## config.mk

```make
export PLATFORM = sky130hd
export DESIGN_NAME = bus_wait_gen
export DESIGN_NICKNAME = d
export VERILOG_FILES = /design/src/rtl/bwg_pkg.sv /design/src/rtl/bwg_cfg_regs.sv /design/src/rtl/bwg_wait_calc.sv /design/src/rtl/bwg_seq.sv /design/src/rtl/bus_wait_gen.sv
export SDC_FILE = /design/constraint.sdc
export NUM_CORES = 1
export LEC_CHECK = 0
export ABC_AREA = 1
export BUFFER_PORTS_ARGS = -buffer_cell sky130_fd_sc_hd__buf_2
export CORE_AREA = 2 2 43 45
export CTS_BUF_LIST = sky130_fd_sc_hd__clkbuf_8
export DETAILED_ROUTE_END_ITERATION = 16
export DIE_AREA = 0 0 45 47
export PLACE_DENSITY = 0.7
export RECOVER_POWER = 25
export SLEW_MARGIN = 25
export SYNTH_ARGS = -nofsm -noshare
export SYNTH_HDL_FRONTEND = slang
export SYNTH_SLANG_ARGS = --single-unit
```

## constraint.sdc

```tcl
create_clock -name clk -period 3.2 [get_ports clk]
set_clock_uncertainty 0.2 [all_clocks]
set_input_delay 0.48 -clock clk [delete_from_list [all_inputs] [get_ports clk]]
set_output_delay 0.48 -clock clk [all_outputs]
set_load 0.005 [all_outputs]
```

## src/rtl/bwg_pkg.sv

```systemverilog
package bwg_pkg;
  typedef enum logic [1:0] {
    PH_IDLE = 2'd0,
    PH_WAIT = 2'd1,
    PH_HOLD = 2'd2,
    PH_LAST = 2'd3
  } phase_e;
endpackage

```

## src/rtl/bwg_cfg_regs.sv

```systemverilog
module bwg_cfg_regs #(
  parameter int N_EXT  = 4,
  parameter int WAIT_W = 2
) (
  input  logic                      clk,
  input  logic                      rst_n,
  input  logic                      we,
  input  logic [N_EXT*WAIT_W-1:0]   ext_in,
  input  logic                      int_in,
  input  logic                      sfr_in,
  output logic [N_EXT*WAIT_W-1:0]   ext_q,
  output logic                      int_q,
  output logic                      sfr_q
);
  // Slowest settings at reset so boot-time memories are always safe.
  always_ff @(posedge clk or negedge rst_n) begin
    if (!rst_n) begin
      ext_q <= '1;
      int_q <= 1'b1;
      sfr_q <= 1'b1;
    end else if (we) begin
      ext_q <= ext_in;
      int_q <= int_in;
      sfr_q <= sfr_in;
    end
  end
endmodule

```

## src/rtl/bwg_wait_calc.sv

```systemverilog
module bwg_wait_calc #(
  parameter int N_EXT  = 4,
  parameter int WAIT_W = 2,
  parameter int RGN_W  = 3
) (
  input  logic [N_EXT*WAIT_W-1:0] ext_q,
  input  logic                    int_q,
  input  logic                    sfr_q,
  input  logic [RGN_W-1:0]        region,
  input  logic                    write,
  input  logic                    mux,
  input  logic                    sfr_slow,
  output logic [WAIT_W-1:0]       waits
);
  localparam int IDX_W = (N_EXT > 1) ? $clog2(N_EXT) : 1;
  localparam logic [RGN_W-1:0] RG_INT = RGN_W'(N_EXT);
  localparam logic [RGN_W-1:0] RG_SFR = RGN_W'(N_EXT + 1);
  localparam logic [WAIT_W-1:0] W_ONE = WAIT_W'(1);
  localparam logic [WAIT_W-1:0] W_TWO = WAIT_W'(2);

  logic [WAIT_W-1:0] fld [N_EXT];
  for (genvar g = 0; g < N_EXT; g++) begin : g_fld
    assign fld[g] = ext_q[g*WAIT_W +: WAIT_W];
  end

  logic [WAIT_W-1:0] ext_w, ext_wr, ext_mx;
  always_comb begin
    ext_w  = fld[region[IDX_W-1:0]];
    // Forced minimums combine as a maximum, never as a sum.
    ext_wr = (write && ext_w < W_ONE) ? W_ONE : ext_w;
    ext_mx = (mux && ext_wr < W_TWO) ? W_TWO : ext_wr;
  end

  always_comb begin
    if (region < RGN_W'(N_EXT))  waits = ext_mx;
    else if (region == RG_INT)   waits = WAIT_W'(int_q);
    else if (region == RG_SFR)   waits = (sfr_slow || sfr_q) ? W_TWO : W_ONE;
    else                         waits = '0;
  end
endmodule

```

## src/rtl/bwg_seq.sv

```systemverilog
module bwg_seq #(
  parameter int WAIT_W = 2
) (
  input  logic              clk,
  input  logic              rst_n,
  input  logic              start,
  input  logic [WAIT_W-1:0] load_waits,
  input  logic              hold_off,
  output logic              busy,
  output logic              done,
  output bwg_pkg::phase_e   phase
);
  import bwg_pkg::*;

  logic [WAIT_W-1:0] cnt;

  always_ff @(posedge clk or negedge rst_n) begin
    if (!rst_n) begin
      busy <= 1'b0;
      cnt  <= '0;
    end else if (!busy) begin
      if (start) begin
        busy <= 1'b1;
        cnt  <= load_waits;
      end
    end else if (cnt != '0) begin
      cnt <= cnt - WAIT_W'(1);
    end else if (!hold_off) begin
      busy <= 1'b0;
    end
  end

  always_comb begin
    if (!busy)          phase = PH_IDLE;
    else if (cnt != '0) phase = PH_WAIT;
    else if (hold_off)  phase = PH_HOLD;
    else                phase = PH_LAST;
    done = (phase == PH_LAST);
  end
endmodule

```

## src/rtl/bus_wait_gen.sv

```systemverilog
module bus_wait_gen #(
  parameter int N_EXT  = 4,
  parameter int WAIT_W = 2,
  parameter int RGN_W  = 3
) (
  input  logic                    clk,
  input  logic                    rst_n,
  input  logic                    req_valid,
  output logic                    req_ready,
  input  logic [RGN_W-1:0]        req_region,
  input  logic                    req_write,
  input  logic                    req_mux,
  input  logic                    req_sfr_slow,
  input  logic                    hold_off,
  input  logic                    cfg_we,
  input  logic [N_EXT*WAIT_W-1:0] cfg_ext_waits,
  input  logic                    cfg_int_wait,
  input  logic                    cfg_sfr_wait,
  output logic                    acc_done,
  output logic [1:0]              acc_phase
);
  logic [N_EXT*WAIT_W-1:0] ext_q;
  logic                    int_q, sfr_q, busy, start;
  logic [WAIT_W-1:0]       eff_waits;
  bwg_pkg::phase_e         phase;

  bwg_cfg_regs #(.N_EXT(N_EXT), .WAIT_W(WAIT_W)) u_cfg (
    .clk(clk), .rst_n(rst_n), .we(cfg_we),
    .ext_in(cfg_ext_waits), .int_in(cfg_int_wait), .sfr_in(cfg_sfr_wait),
    .ext_q(ext_q), .int_q(int_q), .sfr_q(sfr_q)
  );

  bwg_wait_calc #(.N_EXT(N_EXT), .WAIT_W(WAIT_W), .RGN_W(RGN_W)) u_calc (
    .ext_q(ext_q), .int_q(int_q), .sfr_q(sfr_q),
    .region(req_region), .write(req_write), .mux(req_mux),
    .sfr_slow(req_sfr_slow), .waits(eff_waits)
  );

  assign req_ready = !busy;
  assign start     = req_valid && req_ready;

  bwg_seq #(.WAIT_W(WAIT_W)) u_seq (
    .clk(clk), .rst_n(rst_n), .start(start), .load_waits(eff_waits),
    .hold_off(hold_off), .busy(busy), .done(acc_done), .phase(phase)
  );

  assign acc_phase = phase;
endmodule

```

==> results.toml <==
[die]
ios = 25
die_w_um = 45
design.die.area_mm2 = 0.00212
rows = 15
core_area_mm2 = 0.00165
die_y_um = 47
initial_core_util = 0.420

[synthesis]
yosys.area_share.simple = 0.234
synth-compound-area-share = 0.0811
synth-seq-cells = 13
synth_mux_area_frac = 0.114
synth_nets = 104
synth.distinct_cells = 18
yosys.area_share.xor_xnor = 0
avgSynthCellArea_um2 = 8.47
yosysSeqAreaShare = 0.486
ys_warn_count = 0
synth_cells = 82
synth_fa_ha_area_frac = 0.0180
synth_top_family_by_area = "simple AND/OR/NAND/NOR gates"
synth.cell_area_um2 = 694

[routing]
dr.pass1.iters = 2
wire_per_inst_um = 11.2
route.vias.total = 615
drt_wl_total_um = 1430
vias_per_cell = 4.84
ant_nets = 0
drc = 0
drt_iter0_drc = 4

[clocking]
cts_sinks = 13
clock-root-buffer = "clkbuf_8"
clock_path_buffers = 2
htree_levels = 1
clkLatencyLatePin_ns = 0.25
cts_tree = "built"
clk_pin_slew_worst_paths_ns = 0.06
numCtsBuffers = 3

[global_route]
antenna_found_initial = 0
grt_usage = 0.156
grt_pass1_vias = 557
grt_max_degree = 14
grt_first_pass_wirelength_um = 2260
grt_overflow = 0

[worst_setup_path]
path_max_fanout = 3
worstPathArrival_ns = 1.20
worst_setup_path_start_kind = "register"
crit_type = "register to primary output"
cp-end-kind = "primary output"
crit_required_ns = 2.52

[power]
p_clk_frac = 0.259
power_switching_uw = 190
pwr-share-comb = 0.336
p_int_uw = 379
leakagePower_uw = 0.000465
power_density_mw_per_mm2 = 642
seq_power_share = 0.405
p_sw_frac = 0.334
irDropWorstVdd_mv = 0.466

[final_layout]
final_common_cell = "nand2_1"
final_cell_mix = "nand2_1 (25), buf_2 (23), inv_1 (10), dfstp_2 (10), mux2_2 (7)"
fin_cells = 127
num_antenna_cells = 0
fin_nets = 133
area_growth_pct = 27.6
layout-drive-gt1-share = 0.436

[job]
maxCapViolCount = 0

[place]
io_buffers = 24
routabilityCongestion = 0.688
pre_cts_ws_ns = 1.59
place_inst = 122
dp_hpwl_um = 1070

[timing]
setup-violations-final = 0
worst_slack_ns = 1.32
tightest_slew_ns = 0.572
fin_crit_ns = 1.88
hold_viol_final = 0
rsz0062_at_grt = "false"
fin_crit_sh = 0.587
fmax_mhz = 532
finalSetupTns_ns = 0
drv_slew = 0
slew_headroom = 0.618

[hold_path]
hold_path.class = "primary input to register"

[outcome]
status = "complete, no violations"
synthesized netlist by cell type:
master,instances,area [um^2]
nand2_1,25,93.8
dfstp_2,10,263
inv_1,10,37.5
mux2_2,7,78.8
nor2_1,5,18.8
o21ai_0,5,25.0
a21oi_1,4,20.0
nand3_1,4,20.0
dfrtp_1,3,75.1
a31oi_1,1,6.26
buf_2,1,5.00
ha_1,1,12.5
inv_2,1,3.75
nand2_2,1,6.26
nand3_2,1,10.0
nand3b_1,1,7.51
nor2_2,1,6.26
o21ai_1,1,5.00
metrics by stage:
step	hold WS, ns	instance area [um^2]	power (uW)	util
after global placement	0.179	831	412	0.503
final	0.239	886	569	0.536
after detailed placement	0.176	831	424	0.503
after global routing	0.259	886	619	0.536
after CTS	0.245	887	574	0.537
after floorplan	-0.0156	694	354	-
layout make-up:
class | count | area [um^2]
fillers | 178 | 766
flip-flops and latches | 13 | 338
multi-input cells | 57 | 310
repair buffers | 25 | 129
clock buffers | 3 | 41.3
inverters | 11 | 41.3
well taps | 17 | 21.3
clock inverters | 1 | 5.00
power groups by stage:
stage	Sequential (uW)	Combinational [uW]	Clock [uW]
after floorplan	226	128	0
after global placement	230	183	0
after detailed placement	233	191	0
after CTS	230	194	150
after global routing	234	228	156
final	230	191	147
worst paths after layout:
check | slack [ns] | cells past startpoint | from | endpoint
min reg2reg | 0.28 | 2 | u_cfg.ext_q[5]$_DFFE_PN1P_ | u_cfg.ext_q[5]$_DFFE_PN1P_
max in group asynchronous | 2.09 | 2 | rst_n | u_cfg.sfr_q$_DFFE_PN1P_
max | 1.32 | 5 | u_seq.cnt[0]$_DFFE_PN0P_ | acc_done
min | 0.24 | 3 | cfg_ext_waits[7] | u_cfg.ext_q[7]$_DFFE_PN1P_
max reg2reg | 1.77 | 7 | u_seq.cnt[0]$_DFFE_PN0P_ | u_seq.cnt[1]$_DFFE_PN0P_
min in group asynchronous | 0.44 | 2 | rst_n | u_seq.busy$_DFF_PN0_
layer usage:
metal	GRT usage	wire [um]
met2	0.271	723
met5	0	0
met1	0.167	603
met4	0.0706	18
met3	0.0654	81
kinds of logic after synthesis:
| kind of cell | after synthesis |
|---|---|
| buf+inv | 12 |
| fa+ha+maj | 1 |
| mux | 7 |
| flops | 13 |
| compound gates | 11 |
| simple gates | 38 |
what timing repair did:
action	CTS	global route
hold endpoints to repair	3	0
setup buffers	0	0
gates resized for setup	0	0
hold buffers	1	0
worst max-delay path, stage by stage (launching register included):
cell and delay (ns):
dfrtp_1 0.39, inv_1 0.06, ha_1 0.15, nand2_1 0.08, nor2_1 0.13, buf_2 0.13
registers in the layout (all words and copies together), names as in the netlist:
register and flops:
u_cfg.ext_q 8, u_cfg.int_q 1, u_cfg.sfr_q 1, u_seq.busy 1, u_seq.cnt 2
(Power assumes the default switching activity.)
